### config.mk
export PLATFORM = sky130hd
export DESIGN_NAME = pipe5_core
export DESIGN_NICKNAME = d
export VERILOG_FILES = /design/src/rtl/pipe5_pkg.sv /design/src/rtl/p5_mem.sv /design/src/rtl/p5_regfile.sv /design/src/rtl/p5_exec.sv /design/src/rtl/pipe5_core.sv
export SDC_FILE = /design/constraint.sdc
export NUM_CORES = 2
export LEC_CHECK = 0
export BUFFER_PORTS_ARGS = -buffer_cell sky130_fd_sc_hd__buf_2
export CORE_ASPECT_RATIO = 1.2
export CORE_UTILIZATION = 57
export DETAILED_ROUTE_END_ITERATION = 12
export MAX_ROUTING_LAYER = met4
export PLACE_DENSITY = 0.72
export SLEW_MARGIN = 20
export SYNTH_ARGS = -nofsm -noshare
export SYNTH_HDL_FRONTEND = slang
export SYNTH_MEMORY_MAX_BITS = 65536
export SYNTH_SLANG_ARGS = --single-unit
export TNS_END_PERCENT = 1
### constraint.sdc
create_clock -name clk -period 4.8 [get_ports clk]
set_input_delay 0.72 -clock clk [delete_from_list [all_inputs] [get_ports clk]]
set_output_delay 0.72 -clock clk [all_outputs]
set_load 0.02 [all_outputs]
### src/rtl/pipe5_pkg.sv
package pipe5_pkg;
  localparam int XLEN = 32;

  typedef enum logic [2:0] {
    OP_ADD = 3'd0, OP_NAND = 3'd1, OP_ADDI = 3'd2, OP_LOAD = 3'd3,
    OP_STORE = 3'd4, OP_BEQ = 3'd5, OP_HALT = 3'd6, OP_NOOP = 3'd7
  } opcode_e;

  localparam logic [XLEN-1:0] NOOP_WORD = {OP_NOOP, 29'd0};

  typedef struct packed {
    logic [XLEN-1:0] instr;
    logic [XLEN-1:0] pc1;
  } ifid_t;

  typedef struct packed {
    opcode_e         op;
    logic [2:0]      dest;
    logic [XLEN-1:0] va;
    logic [XLEN-1:0] vb;
    logic [XLEN-1:0] imm;
    logic [XLEN-1:0] pc1;
  } idex_t;

  typedef struct packed {
    opcode_e         op;
    logic [2:0]      dest;
    logic [XLEN-1:0] alu;
    logic [XLEN-1:0] vb;
    logic [XLEN-1:0] target;
    logic            eq;
  } exmem_t;

  typedef struct packed {
    opcode_e         op;
    logic [2:0]      dest;
    logic [XLEN-1:0] alu;
    logic [XLEN-1:0] ldata;
  } memwb_t;

  localparam ifid_t  IFID_NOP  = '{instr: NOOP_WORD, default: '0};
  localparam idex_t  IDEX_NOP  = '{op: OP_NOOP, default: '0};
  localparam exmem_t EXMEM_NOP = '{op: OP_NOOP, default: '0};
  localparam memwb_t MEMWB_NOP = '{op: OP_NOOP, default: '0};

  function automatic logic [XLEN-1:0] sext16(input logic [15:0] v);
    return {{(XLEN-16){v[15]}}, v};
  endfunction

  function automatic logic [XLEN-1:0] alu_calc(input opcode_e op,
      input logic [XLEN-1:0] a, input logic [XLEN-1:0] b, input logic [XLEN-1:0] imm);
    case (op)
      OP_ADD:  return a + b;
      OP_NAND: return ~(a & b);
      default: return a + imm;
    endcase
  endfunction

  function automatic logic writes_reg(input opcode_e op);
    return (op == OP_ADD) || (op == OP_NAND) || (op == OP_ADDI) || (op == OP_LOAD);
  endfunction
endpackage

### src/rtl/p5_mem.sv
module p5_mem #(
  parameter int DEPTH = 64,
  parameter int WIDTH = 32,
  localparam int AW = $clog2(DEPTH)
) (
  input  logic             clk,
  input  logic             we,
  input  logic [AW-1:0]    waddr,
  input  logic [WIDTH-1:0] wdata,
  input  logic [AW-1:0]    raddr,
  output logic [WIDTH-1:0] rdata
);
  logic [WIDTH-1:0] mem_q [DEPTH];

  always_ff @(posedge clk) begin
    if (we) mem_q[waddr] <= wdata;
  end

  assign rdata = mem_q[raddr];
endmodule

### src/rtl/p5_regfile.sv
module p5_regfile #(
  parameter int NREG = 8,
  parameter int WIDTH = 32,
  localparam int RAW = $clog2(NREG)
) (
  input  logic             clk,
  input  logic             rst_n,
  input  logic             we,
  input  logic [RAW-1:0]   waddr,
  input  logic [WIDTH-1:0] wdata,
  input  logic [RAW-1:0]   ra_addr,
  output logic [WIDTH-1:0] ra_data,
  input  logic [RAW-1:0]   rb_addr,
  output logic [WIDTH-1:0] rb_data,
  input  logic [RAW-1:0]   dbg_addr,
  output logic [WIDTH-1:0] dbg_data
);
  logic [WIDTH-1:0] regs_q [NREG];

  for (genvar g = 0; g < NREG; g++) begin : g_reg
    always_ff @(posedge clk) begin
      if (!rst_n) regs_q[g] <= '0;
      else if (we && waddr == RAW'(g)) regs_q[g] <= wdata;
    end
  end

  assign ra_data  = regs_q[ra_addr];
  assign rb_data  = regs_q[rb_addr];
  assign dbg_data = regs_q[dbg_addr];
endmodule

### src/rtl/p5_exec.sv
module p5_exec
  import pipe5_pkg::*;
(
  input  idex_t  idex,
  output exmem_t exmem
);
  always_comb begin
    exmem.op     = idex.op;
    exmem.dest   = idex.dest;
    exmem.alu    = alu_calc(idex.op, idex.va, idex.vb, idex.imm);
    exmem.vb     = idex.vb;
    exmem.target = idex.pc1 + idex.imm;
    exmem.eq     = (idex.va == idex.vb);
  end
endmodule

### src/rtl/pipe5_core.sv
module pipe5_core
  import pipe5_pkg::*;
#(
  parameter int IMEM_DEPTH = 64,
  parameter int DMEM_DEPTH = 64,
  localparam int IAW = $clog2(IMEM_DEPTH),
  localparam int DAW = $clog2(DMEM_DEPTH),
  localparam int PAW = (IAW > DAW) ? IAW : DAW
) (
  input  logic            clk,
  input  logic            rst_n,
  input  logic            prog_we,
  input  logic            prog_dmem,
  input  logic [PAW-1:0]  prog_addr,
  input  logic [31:0]     prog_data,
  input  logic [2:0]      dbg_sel,
  output logic [31:0]     dbg_data,
  output logic [31:0]     pc,
  output logic [31:0]     retired,
  output logic            halted
);
  logic [XLEN-1:0] pc_q, retired_q;
  logic            stop_q, halted_q;
  ifid_t           ifid_q;
  idex_t           idex_q, idex_d;
  exmem_t          exmem_q, exmem_d;
  memwb_t          memwb_q, memwb_d;

  // named internal events
  logic            branch_taken, halt_in_dec, fetch_en, rf_we, dmem_we;
  logic [XLEN-1:0] fetch_word, ra_val, rb_val, ld_word, rf_wdata, dmem_wdata;
  logic [DAW-1:0]  dmem_waddr;
  opcode_e         dec_op;

  assign dec_op       = opcode_e'(ifid_q.instr[31:29]);
  assign branch_taken = (exmem_q.op == OP_BEQ) && exmem_q.eq;
  assign halt_in_dec  = (dec_op == OP_HALT);
  assign fetch_en     = !stop_q && !halt_in_dec;

  p5_mem #(.DEPTH(IMEM_DEPTH), .WIDTH(XLEN)) u_imem (
    .clk(clk), .we(prog_we && !prog_dmem), .waddr(prog_addr[IAW-1:0]),
    .wdata(prog_data), .raddr(pc_q[IAW-1:0]), .rdata(fetch_word));

  p5_regfile #(.NREG(8), .WIDTH(XLEN)) u_rf (
    .clk(clk), .rst_n(rst_n), .we(rf_we), .waddr(memwb_q.dest), .wdata(rf_wdata),
    .ra_addr(ifid_q.instr[28:26]), .ra_data(ra_val),
    .rb_addr(ifid_q.instr[25:23]), .rb_data(rb_val),
    .dbg_addr(dbg_sel), .dbg_data(dbg_data));

  always_comb begin
    idex_d.op   = dec_op;
    idex_d.dest = ifid_q.instr[22:20];
    idex_d.va   = ra_val;
    idex_d.vb   = rb_val;
    idex_d.imm  = sext16(ifid_q.instr[15:0]);
    idex_d.pc1  = ifid_q.pc1;
  end

  p5_exec u_exec (.idex(idex_q), .exmem(exmem_d));

  assign dmem_we    = (prog_we && prog_dmem) || (exmem_q.op == OP_STORE);
  assign dmem_waddr = (prog_we && prog_dmem) ? prog_addr[DAW-1:0] : exmem_q.alu[DAW-1:0];
  assign dmem_wdata = (prog_we && prog_dmem) ? prog_data : exmem_q.vb;

  p5_mem #(.DEPTH(DMEM_DEPTH), .WIDTH(XLEN)) u_dmem (
    .clk(clk), .we(dmem_we), .waddr(dmem_waddr), .wdata(dmem_wdata),
    .raddr(exmem_q.alu[DAW-1:0]), .rdata(ld_word));

  always_comb begin
    memwb_d.op    = exmem_q.op;
    memwb_d.dest  = exmem_q.dest;
    memwb_d.alu   = exmem_q.alu;
    memwb_d.ldata = ld_word;
  end

  assign rf_we    = writes_reg(memwb_q.op);
  assign rf_wdata = (memwb_q.op == OP_LOAD) ? memwb_q.ldata : memwb_q.alu;

  always_ff @(posedge clk) begin
    if (!rst_n) begin
      pc_q      <= '0;
      ifid_q    <= IFID_NOP;
      idex_q    <= IDEX_NOP;
      exmem_q   <= EXMEM_NOP;
      memwb_q   <= MEMWB_NOP;
      stop_q    <= 1'b0;
      halted_q  <= 1'b0;
      retired_q <= '0;
    end else begin
      memwb_q <= memwb_d;
      if (branch_taken) begin
        pc_q    <= exmem_q.target;
        ifid_q  <= IFID_NOP;
        idex_q  <= IDEX_NOP;
        exmem_q <= EXMEM_NOP;
        stop_q  <= 1'b0;
      end else begin
        idex_q  <= idex_d;
        exmem_q <= exmem_d;
        if (fetch_en) begin
          ifid_q <= '{instr: fetch_word, pc1: pc_q + 1'b1};
          pc_q   <= pc_q + 1'b1;
        end else begin
          ifid_q <= IFID_NOP;
        end
        if (halt_in_dec) stop_q <= 1'b1;
      end
      if (memwb_q.op == OP_HALT) halted_q <= 1'b1;
      if (memwb_q.op != OP_NOOP) retired_q <= retired_q + 1'b1;
    end
  end

  assign pc      = pc_q;
  assign retired = retired_q;
  assign halted  = halted_q;

  logic [XLEN-1:0] tgt_w;
  assign tgt_w = exmem_q.target;

  AST_PC_STEP: assert property (@(posedge clk) disable iff (!rst_n)
    fetch_en && !branch_taken |=> pc_q == $past(pc_q) + 32'd1);
  AST_BRANCH_REDIRECT: assert property (@(posedge clk) disable iff (!rst_n)
    branch_taken |=> pc_q == $past(tgt_w));
  AST_BRANCH_SQUASH: assert property (@(posedge clk) disable iff (!rst_n)
    branch_taken |=> (dec_op == OP_NOOP && idex_q.op == OP_NOOP && exmem_q.op == OP_NOOP));
  AST_FETCH_FROZEN: assert property (@(posedge clk) disable iff (!rst_n)
    stop_q && !branch_taken |=> $stable(pc_q));
  AST_HALT_STICKY: assert property (@(posedge clk) disable iff (!rst_n)
    halted_q |=> halted_q);
  AST_RETIRE_STEP: assert property (@(posedge clk) disable iff (!rst_n)
    1'b1 |=> (retired_q == $past(retired_q) || retired_q == $past(retired_q) + 32'd1));
  AST_NOOP_NO_RETIRE: assert property (@(posedge clk) disable iff (!rst_n)
    memwb_q.op == OP_NOOP |=> $stable(retired_q));
endmodule

==> results.sh <==
export IMPL_run_status="finished clean"
export IMPL_synth_top_area_cell="edfxtp_1"
export IMPL_rsz0062_at_grt="no"
export IMPL_critPathSlowestCell="buf_4"
export IMPL_power_uw=98900
export IMPL_whs_ps=76.4
export IMPL_critical_path_max_fanout=23
export IMPL_drc=0
export IMPL_fin_tns_setup_ps=0
export IMPL_synthesis_nets=8756
export IMPL_grt_pass1_vias=91389
export IMPL_drt_iter0_drc=12219
export IMPL_cts_buffers=419
export IMPL_syn_area_um2=178000
export IMPL_tightest_slew_ps=1130
export IMPL_clock_latency_ps=960
export IMPL_postCtsHoldBufs=0
export IMPL_initial_core_util_pct=57.4
export IMPL_cts_resized=0
export IMPL_portBuffers=141
export IMPL_die_w_um=513
export IMPL_maxSlewHeadroom_pct=24.8
export IMPL_worstPathRequired_ps=5610
export IMPL_hpwl_um=276000
export IMPL_ys_types=64
export IMPL_placed_cells=12685
export IMPL_ys_ff_latch=4513
export IMPL_synthArstFlopShare_pct=0
export IMPL_fin_cells=13572
export IMPL_hp_class="in -> reg"
export IMPL_ys_top_cells_by_count="4096 x edfxtp_1, 1391 x mux4_2, 641 x nor2_1"
export IMPL_worstSetupStartpointType="flip-flop"
export IMPL_nNetsFinal=9184
export IMPL_drv_slew=0
export IMPL_routed_wl_met3_um=43300
export IMPL_ios=142
export IMPL_grt_pass1_wl_um=665000
export IMPL_coreArea_um2=311000
export IMPL_synth_ff_type="edfxtp_1"
export IMPL_crit_type="reg -> reg"
export IMPL_cts_max_level=5
export IMPL_overflow=0
export IMPL_crit_chain="nor3_2, buf_4, nor2b_1, buf_4, a21o_1, ha_1, nand2_1, nor2_1, and4_1, o211ai_1, a21oi_1, o21ai_0, and3_1, or3_1, o31ai_1"
export IMPL_met1_length_um=171000
export IMPL_p_leak_uw=0.0640
export IMPL_cts_clk_slew_worst_paths_ps=60
export IMPL_root_buffer="clkbuf_16"
export IMPL_cpPeakStageDelay_ps=400
export IMPL_wl_per_cell_um=34.6
export IMPL_cts_setup_buffers=0
export IMPL_layout_min_cycle_time_ps=3950
export IMPL_clock_sinks=4513
export IMPL_via_count=90876
export IMPL_hold_violations=0
export IMPL_syn_to_final_growth_pct=12.6
export IMPL_ant_nets=0
export IMPL_p_per_area_nw_per_um2=493
export IMPL_setup_viol=0
export IMPL_highest_layer="met4"
export IMPL_gr_usage_all_layers_pct=30.7
export IMPL_grt_start_max_net_pins=113
export IMPL_die_h_um=615
export IMPL_crit_path_end_kind="flip-flop"
export IMPL_ys_top_cells_by_area="edfxtp_1 69%, mux4_2 18%, dfxtp_1 4.7%, nor2_1 1.3%, mux2i_1 0.93%"
export IMPL_final_cell_area_um2=201000
export IMPL_final_period_utilization_pct=82.3
export IMPL_place_gp_congestion=0.893
export IMPL_cts_tree="yes"
export IMPL_reg2reg_depth=15
export IMPL_rrSetupSlack_ps=850
export IMPL_yosys_area_top_type_share_pct=69.0
export IMPL_antenna_found_initial=47
export IMPL_met2_length_um=235000
export IMPL_first_pass_iters=5
export IMPL_row_count=224
export IMPL_cp_arrival_ps=4760
export IMPL_dieArea_um2=315000
export IMPL_clock_skew_ps=102
export IMPL_avgViaCountPerCell=6.70
export IMPL_wirelength_um=469000
export IMPL_synth_edf_count=4096
export IMPL_cap_violations=0
export IMPL_synth_most_common_cell="edfxtp_1"
export IMPL_placed_area_um2=187000
export IMPL_peakVddDrop_v=0.000417
export IMPL_synth_cells=8610
export IMPL_ys_seq_area_share_pct=73.7
export IMPL_drive_above_1_share_pct=29.5
export IMPL_synth_avg_cell_area_um2=20.7
export IMPL_path_common_cell="buf_4"
export IMPL_fmax_mhz=253
export IMPL_clockBufferDepth=4
export IMPL_yosysWarnings=0
export IMPL_holdPathStages=1
-- kinds of logic after synthesis --
logic type      Yosys count  synth area share, %
simple gates           1324                 3.41
fa+ha+maj               101                0.717
flops                  4513                 73.7
xor+xnor                128                0.629
mux                    1602                 18.8
buf+inv                 517                 1.24
compound gates          425                 1.57
-- where the power goes --
part | switching [µW] | total, µW | leakage (µW) | internal [µW]
clock network | 14600 | 33200 | 0.00670 | 18700
registers | 1810 | 46100 | 0.0409 | 44300
logic | 10400 | 19600 | 0.0164 | 9160
total | 26800 | 98900 | 0.0640 | 72100
-- state kept, by name (all words and copies together) (netlist names) --
| name | flops |
|---|---|
| ifid_q | 6 |
| retired | 32 |
| halted | 1 |
| idex_q | 118 |
| u_imem.mem_q | 1792 |
| tgt_w | 32 |
| idex_d | 51 |
| dec_op | 3 |
| stop_q | 1 |
| exmem_q | 71 |
| u_rf.regs_q | 256 |
| u_dmem.mem_q | 2048 |
| pc | 32 |
| memwb_q | 70 |
-- final timing paths --
kind | start | end
worst min register to register | exmem_q[90] | memwb_q[57]
worst min-delay path | prog_data[1] | u_imem.mem_q[27][1]
worst max register to register | idex_q[131] | exmem_q[92]
worst max-delay path | idex_q[131] | exmem_q[92]
-- metrics by stage --
step	worst slack, ps	utilization (%)
finish	849	64.6
global route	595	64.6
CTS	859	64.5
detailed placement	914	60.1
global placement	996	60.1
floorplan	288	-
-- layer usage --
layer | global-route usage, % | vias up
met5 | - | -
met4 | 12.8 | 0
met3 | 5.23 | 909
met2 | 48.8 | 5293
met1 | 39.7 | 48190
li1 | - | 36484
-- final cells by class --
class / instances / area, µm²
Inverter: 18 / 68.8
Antenna cell: 104 / 260
Clock buffer: 513 / 11200
Sequential cell: 4513 / 131000
Clock inverter: 270 / 2520
Multi-Input combinational cell: 3580 / 46000
Tap cell: 4068 / 5090
Timing Repair Buffer: 506 / 4320
Fill cell: 19972 / 110000
-- critical path, delay by kind of cell, from the launching register on --
kind / cells / cell delay, ps
buffers and inverters: 2 / 620
AND/OR/NAND/NOR: 7 / 1590
AO/OA/AOI/OAI: 5 / 860
flip-flops: 1 / 340
adder cells (fa/ha/maj): 1 / 390
-- layout by cell type (no fill, tap or decap), types with 71 or more instances in the layout --
master     instances
nor2b_1           86
diode_2          104
mux4_2          1391
nand2_1          188
ha_1              99
xor2_1            78
nor2_1           524
and3_1           108
a21oi_1          110
dfxtp_1          399
buf_4            297
clkinv_2          92
buf_2            139
mux2i_1          165
clkbuf_1          71
clkbuf_16        429
a211oi_1         126
edfxtp_1        4096
clkinv_1          87
nor2_4           117
Note: power is estimated with default switching activity, not from simulation.
